File: src/rtl/hcg_pkg.sv
package hcg_pkg;

    typedef logic [2:0] status_t;

    localparam status_t ST_PASSIVE = 3'b111;
    localparam status_t ST_HALT    = 3'b011;

    typedef enum logic [1:0] {
        Q_WAIT_PASSIVE = 2'd0,
        Q_SAW_PASSIVE  = 2'd1,
        Q_HALTED       = 2'd2
    } qual_state_e;

    typedef enum logic [1:0] {
        S_RUN     = 2'd0,
        S_DRAIN   = 2'd1,
        S_STOPPED = 2'd2
    } stop_state_e;

endpackage

File: src/rtl/hcg_sync.sv
module hcg_sync #(
    parameter int WIDTH  = 3,
    parameter int STAGES = 2
) (
    input  logic             clk,
    input  logic             rst_n,
    input  logic [WIDTH-1:0] async_i,
    output logic [WIDTH-1:0] sync_o
);
    logic [WIDTH-1:0] stage_q [STAGES];

    genvar g;
    generate
        for (g = 0; g < STAGES; g++) begin : g_stage
            always_ff @(posedge clk or negedge rst_n) begin
                if (!rst_n) begin
                    stage_q[g] <= '0;
                end else if (g == 0) begin
                    stage_q[g] <= async_i;
                end else begin
                    stage_q[g] <= stage_q[(g == 0) ? 0 : g - 1];
                end
            end
        end
    endgenerate

    assign sync_o = stage_q[STAGES-1];
endmodule

File: src/rtl/hcg_tick.sv
module hcg_tick #(
    parameter int PERIOD = 3
) (
    input  logic clk,
    input  logic rst_n,
    output logic tick_o
);
    generate
        if (PERIOD <= 1) begin : g_every
            assign tick_o = 1'b1;
        end else begin : g_count
            localparam int CW = $clog2(PERIOD);
            localparam logic [CW-1:0] LAST = CW'(PERIOD - 1);

            logic [CW-1:0] cnt_d, cnt_q;

            always_comb begin
                cnt_d = cnt_q + 1'b1;
                if (cnt_q == LAST) begin
                    cnt_d = '0;
                end
            end

            always_ff @(posedge clk or negedge rst_n) begin
                if (!rst_n) begin
                    cnt_q <= '0;
                end else begin
                    cnt_q <= cnt_d;
                end
            end

            assign tick_o = (cnt_q == LAST);
        end
    endgenerate
endmodule

File: src/rtl/hcg_qualifier.sv
module hcg_qualifier
    import hcg_pkg::*;
(
    input  logic    clk,
    input  logic    rst_n,
    input  logic    start_i,
    input  logic    tick_i,
    input  status_t status_i,
    output logic    halted_o
);
    typedef struct packed {
        qual_state_e st;
    } qual_regs_t;

    qual_regs_t r_d, r_q;

    always_comb begin
        r_d = r_q;
        if (start_i) begin
            r_d.st = Q_WAIT_PASSIVE;
        end else if (tick_i) begin
            unique case (r_q.st)
                Q_HALTED: r_d.st = Q_HALTED;
                Q_SAW_PASSIVE: begin
                    if (status_i == ST_PASSIVE)   r_d.st = Q_SAW_PASSIVE;
                    else if (status_i == ST_HALT) r_d.st = Q_HALTED;
                    else                          r_d.st = Q_WAIT_PASSIVE;
                end
                default: begin
                    if (status_i == ST_PASSIVE) r_d.st = Q_SAW_PASSIVE;
                    else                        r_d.st = Q_WAIT_PASSIVE;
                end
            endcase
        end
    end

    always_ff @(posedge clk or negedge rst_n) begin
        if (!rst_n) begin
            r_q.st <= Q_WAIT_PASSIVE;
        end else begin
            r_q <= r_d;
        end
    end

    assign halted_o = (r_q.st == Q_HALTED);
endmodule

File: src/rtl/hcg_stop_ctrl.sv
module hcg_stop_ctrl
    import hcg_pkg::*;
#(
    parameter int STOP_DELAY = 2
) (
    input  logic clk,
    input  logic rst_n,
    input  logic start_i,
    input  logic tick_i,
    input  logic halted_i,
    input  logic mode_i,
    output logic main_en_o,
    output logic osc_run_o,
    output logic gate_en_o
);
    localparam int CW = $clog2(STOP_DELAY) + 1;
    localparam logic [CW-1:0] LAST = CW'(STOP_DELAY - 1);

    typedef struct packed {
        stop_state_e   st;
        logic [CW-1:0] cnt;
    } stop_regs_t;

    stop_regs_t r_d, r_q;

    always_comb begin
        r_d = r_q;
        if (start_i) begin
            r_d.st  = S_RUN;
            r_d.cnt = '0;
        end else begin
            unique case (r_q.st)
                S_RUN: begin
                    if (halted_i) begin
                        r_d.st  = S_DRAIN;
                        r_d.cnt = '0;
                    end
                end
                S_DRAIN: begin
                    if (tick_i) begin
                        if (r_q.cnt == LAST) r_d.st = S_STOPPED;
                        else                 r_d.cnt = r_q.cnt + 1'b1;
                    end
                end
                default: r_d.st = S_STOPPED;
            endcase
        end
    end

    always_ff @(posedge clk or negedge rst_n) begin
        if (!rst_n) begin
            r_q.st  <= S_RUN;
            r_q.cnt <= '0;
        end else begin
            r_q <= r_d;
        end
    end

    logic stopped;
    assign stopped   = (r_q.st == S_STOPPED);
    assign main_en_o = !stopped;
    assign osc_run_o = !(stopped && !mode_i);
    assign gate_en_o = !(stopped && mode_i);
endmodule

File: src/rtl/halt_clock_gate.sv
module halt_clock_gate
    import hcg_pkg::*;
#(
    parameter int OSC_PER_MAIN = 3,
    parameter int STOP_DELAY   = 2,
    parameter int SYNC_STAGES  = 2
) (
    input  logic       clk,
    input  logic       rst_n,
    input  logic       start_i,
    input  logic [2:0] status_i,
    input  logic       mode_i,
    output logic       main_en_o,
    output logic       pclk_freeze_o,
    output logic       osc_run_o,
    output logic       gate_en_o
);
    status_t status_sync;
    logic    tick;
    logic    halted;

    hcg_sync #(.WIDTH(3), .STAGES(SYNC_STAGES)) u_sync (
        .clk     (clk),
        .rst_n   (rst_n),
        .async_i (status_i),
        .sync_o  (status_sync)
    );

    hcg_tick #(.PERIOD(OSC_PER_MAIN)) u_tick (
        .clk    (clk),
        .rst_n  (rst_n),
        .tick_o (tick)
    );

    hcg_qualifier u_qual (
        .clk      (clk),
        .rst_n    (rst_n),
        .start_i  (start_i),
        .tick_i   (tick),
        .status_i (status_sync),
        .halted_o (halted)
    );

    hcg_stop_ctrl #(.STOP_DELAY(STOP_DELAY)) u_stop (
        .clk       (clk),
        .rst_n     (rst_n),
        .start_i   (start_i),
        .tick_i    (tick),
        .halted_i  (halted),
        .mode_i    (mode_i),
        .main_en_o (main_en_o),
        .osc_run_o (osc_run_o),
        .gate_en_o (gate_en_o)
    );

    assign pclk_freeze_o = halted;
endmodule

File: config.mk
export PLATFORM = sky130hd
export DESIGN_NAME = halt_clock_gate
export DESIGN_NICKNAME = d
export VERILOG_FILES = /design/src/rtl/hcg_pkg.sv /design/src/rtl/hcg_sync.sv /design/src/rtl/hcg_tick.sv /design/src/rtl/hcg_qualifier.sv /design/src/rtl/hcg_stop_ctrl.sv /design/src/rtl/halt_clock_gate.sv
export SDC_FILE = /design/constraint.sdc
export NUM_CORES = 1
export LEC_CHECK = 0
export ABC_AREA = 1
export CORE_AREA = 2 2 40 42
export CTS_CLUSTER_DIAMETER = 30
export DETAILED_ROUTE_END_ITERATION = 6
export DIE_AREA = 0 0 42 44
export PLACE_DENSITY = 0.69
export SLEW_MARGIN = 20
export SYNTH_ARGS = -nofsm -noshare
export SYNTH_HDL_FRONTEND = slang
export SYNTH_SLANG_ARGS = --single-unit
File: constraint.sdc
create_clock -name clk -period 1.6 [get_ports clk]
set_input_delay 0.4 -clock clk [delete_from_list [all_inputs] [get_ports clk]]
set_output_delay 0.4 -clock clk [all_outputs]
set_load 0.05 [all_outputs]
---- After elaboration in Yosys (flattened, before gate mapping) ----
Cells that the tools add are included.
operators by class
  add/subtract/negate cells ............... 2
  eq/ne operators ......................... 12
  muxes and demuxes ....................... 14
  reductions and logical operators ........ 11
operators by type and width
  cell                   number
  $mux W2                7
  $mux W4                3
  $pmux W2 S2            3
  $ne A3 B3 Y1 const B   3
  $eq A2 B1 Y1 const B   3
  $eq A2 B2 Y1 const B   3
  $add A2 B1 Y2 const B  2
  $logic_not A1 Y1       4
  $reduce_and A4 Y1      1
  $eq A3 B2 Y1 const B   1
  $eq A3 B3 Y1 const B   1
  $ne A3 B2 Y1 const B   1
  $reduce_and A3 Y1      1
  $reduce_bool A3 Y1     1
  $logic_and A1 B1 Y1    2
  $logic_not A2 Y1       1
  $reduce_bool A2 Y1     1
  $mux W1                1
storage, ports and cells
  register bits ........................... 14
  output and inout port bits .............. 4
  logic and storage cells ................. 45

---- Logic depth before layout (Yosys ltp) ----
  word-level depth ........................ 6
  mapped depth ............................ 8
  mapped depth without buffers ............ 8

---- Modules after synthesis ----
From an unflattened synthesis, not the netlist that was laid out.
second synthesis, totals
  cell total of the unflattened synthesis .. 81
  area total of the unflattened synthesis .. 671.9 µm²
by module, submodules not included
  module         instances  cells each  area each (µm²)
  hcg_stop_ctrl  1          41          266.5
  hcg_sync       1          9           172.7
  hcg_qualifier  1          24          163.9
  hcg_tick       1          7           68.8

---- Least setup slack after synthesis ----
OpenSTA, ideal clock, no wires.
  path type ............................... reg-to-output
  start ................................... register u_stop.r_q[2] in the netlist's numbering
  end ..................................... output port osc_run_o
  arrival ................................. 1.300 ns
  data required time ...................... 1.200 ns
  path slack .............................. -0.100 ns
  cell stages (with the launch flop) ...... 4
  path buffers ............................ 0
  cell sequence ........................... dfrtp_1 -> inv_2 -> nand2_1 -> or2_1
on the way
  longest elaborated chain between the ends .. 3
ends and longest elaborated chain
  item                    RTL line               source
  start, declared         hcg_stop_ctrl.sv:24    stop_regs_t r_d, r_q;
  start signal, assigned  hcg_stop_ctrl.sv:55    r_q <= r_d;
  $eq A2 B2 Y1            hcg_stop_ctrl.sv:60    assign stopped = (r_q.st == S_STOPPED);
  $logic_and A1 B1 Y1     hcg_stop_ctrl.sv:62    assign osc_run_o = !(stopped && !mode_i);
  $logic_not A1 Y1        hcg_stop_ctrl.sv:62
  end, declared           halt_clock_gate.sv:15  output logic osc_run_o,
Every way passes these cells.

---- Worst setup path in the final report ----
Same ends and word-level chain as after synthesis.

==> metrics.yaml <==
status:
  status: "complete, no violations"
cts:
  clk_pin_slew_worst_paths_ns: 0.07
  clkSinkCount: 14
  cts-root-buf: "clkbuf_4"
  hold_buffers: 0
  clock_path_buffers: 2
  clk_latency_ns: 0.26
  cts_buffers: 3
  h-tree-depth: 1
  cts_tree: "yes"
power:
  power_leakage_nw: 0.4074
  internal_power_uw: 467.4
  power_density_nw_per_um2: 680.2
  switching_share_pct: 19.82
  total_power_uw: 583.0
  peakVddDrop_mv: 0.4233
  pwr-share-seq_pct: 62.5
  p_sw_uw: 115.5
  p_comb_share_pct: 6.5
  clkPwrFrac_pct: 31.0
worst_setup_path:
  arrival_ns: 1.17
  reg2reg_slack_ns: 0.40
  startpoint: "u_stop.r_q[2]"
  reg2reg_depth: 7
  r2r_start: "u_qual.r_q[0]"
  endpoint: "osc_run_o"
  regToRegEndpoint: "u_stop.r_q[1]"
  cp-start-kind: "flip-flop"
  worstPathRequired_ns: 1.20
  critical_path_class: "flip-flop to output port"
  path_max_fanout: 2
  cp-end-kind: "output port"
cells_and_area:
  final_layout_size_suffix_gt1_share_pct: 25.00
  area_growth_pct: 36.45
  fill_cells: 125
  fin_cells: 100
  layout.nets: 96
  fin_area_um2: 857.1
  final_util_pct: 60.41
  final_common_cell: "dfrtp_1"
  layout_common_cells: "dfrtp_1 (14), nand2_1 (13), inv_1 (6), nor2_1 (6)"
  antennaDiodeCount: 0
die:
  io_pins: 11
  core_area_um2: 1419
  placementRows: 14
  die_x_um: 42
  die_y_um: 44
  initial_core_util_pct: 44.27
  die_area_um2: 1848
sta:
  finClkSkew_ns: 0.001916
  tightest_slew_ns: 0.1830
  worst_hold_slack_ns: 0.3526
  hold_viol: 0
  fmax_ghz: 0.6375
  rsz0062_at_grt: "true"
  tns_ns: 0
  worst_slack_ns: 0.03128
  min_period_ns: 1.569
  maxSlewViolCount: 0
  setup_viol: 0
  post-route-period-util_pct: 98.05
  slew_headroom_pct: 87.71
placed_design:
  post-dp-hpwl_um: 809
  place_inst: 94
  pre_cts_ws_ns: -0.02859
  gp_congestion: 0.6653
  placed_cell_area_um2: 808.3
  portBuffers: 10
yosys:
  yosysSeqAreaShare_pct: 55.78
  yosys.area_share.simple_pct: 28.49
  synth-xor-area-share_pct: 0
  yosys.area_share.adder_pct: 5.976
  synth_top_family_by_area: "simple AND/OR/NAND/NOR gates"
  synthesis.nets: 76
  yosys_warnings: 0
  syn_inst: 66
  ys_ff_latch: 14
  synth_cell_types: 16
  netlist_area_um2: 628.1
  avgSynthCellArea_um2: 9.517
  yosys-mux-area-fraction_pct: 0
  synth-compound-area-share_pct: 4.382
drt:
  drt-initial-drc-count: 5
  route.vias.total: 478
  first_pass_iters: 2
  wl_per_cell_um: 9.800
  routed_wl_um: 980
  drtAntennaViolNets: 0
  viasPerCell: 4.780
  drc: 0
global_route:
  grt_start_max_net_pins: 15
  grt_pass1_wl_um: 1876
  grt_usage_pct: 13.73
  antenna_found_initial: 0
  overflow: 0
  grt_pass1_vias: 485
hold_path:
  min_path_type: "flip-flop to flip-flop"
flow_run:
  cap_viol_max_count: 0
-- cell type report --
class                      instances  area, µm²  share of cell area [%]
multi-input combinational         43      254.0                   29.64
clock buffer                       3      22.52                   2.628
timing repair buffer              15      176.4                   20.58
tap                               16      20.02                   2.336
sequential                        14      350.3                   40.88
inverter                           9      33.78                   3.942
-- critical path, stage by stage (launching register included) --
cell and delay [ns]:
dfrtp_1 0.40, inv_2 0.08, nand2_4 0.04, or2_4 0.23, buf_12 0.15
-- cells in the mapped netlist --
master / number / area share [%]
dfrtp_1: 14 / 56
nand2_1: 14 / 8.4
inv_1: 6 / 3.6
nor2_1: 6 / 3.6
nand3_1: 4 / 3.2
ha_1: 3 / 6.0
inv_2: 3 / 1.8
nand3_2: 3 / 4.8
nand4_1: 2 / 2.0
nor3_1: 2 / 1.6
o21ai_0: 2 / 1.6
o21ai_1: 2 / 1.6
or2_1: 2 / 2.0
nand3b_1: 1 / 1.2
nor2_4: 1 / 1.8
o211ai_1: 1 / 1.2
-- power by group through the flow --
stage	clock network (mW)	registers, mW	logic, mW
final	0.181	0.364	0.0377
after global routing	0.203	0.365	0.0438
after CTS	0.191	0.364	0.0388
after detailed placement	0	0.372	0.0394
after global placement	0	0.371	0.0383
after floorplan	0	0.371	0.0129
-- logic make-up after synthesis --
| group | count (synthesis) |
|---|---|
| DFF | 14 |
| AOI/OAI and AO/OA | 5 |
| buffers and inverters | 9 |
| adders and majority gates | 3 |
| and+or+nand+nor | 35 |
-- layer usage --
layer | up-vias | global-route usage, % | wire (µm)
met2 | 10 | 24.06 | 474
met4 | 0 | 7.742 | 6
met3 | 2 | 1.667 | 41
met5 | - | 0 | 0
li1 | 251 | - | -
met1 | 215 | 16.40 | 458
-- repair_timing --
item | CTS | global route
resized for setup | 2 | 0
endpoints found under the setup margin | 1 | 2
buffers inserted | 3 | 0
pin swaps | 1 | 1
-- worst min path at each step --
stage,cells past startpoint,startpoint,end
3_5_place_dp,0,u_sync.stage_q[5],u_sync.sync_o[2]
2_1_floorplan,0,rst_n,u_qual.r_q[0]
4_1_cts,0,u_sync.stage_q[5],u_sync.sync_o[2]
3_3_place_gp,0,u_sync.stage_q[3],u_sync.sync_o[0]
6_report,0,u_sync.stage_q[5],u_sync.sync_o[2]
5_1_grt,0,u_sync.stage_q[3],u_sync.sync_o[0]
-- registers in the layout, summed over array words and instances, names as in the netlist --
name,cells
u_stop.r_q,4
u_tick.g_count.cnt_q,2
u_sync.stage_q,3
u_qual.r_q,2
u_sync.sync_o,3
(Power assumes the default switching activity.)
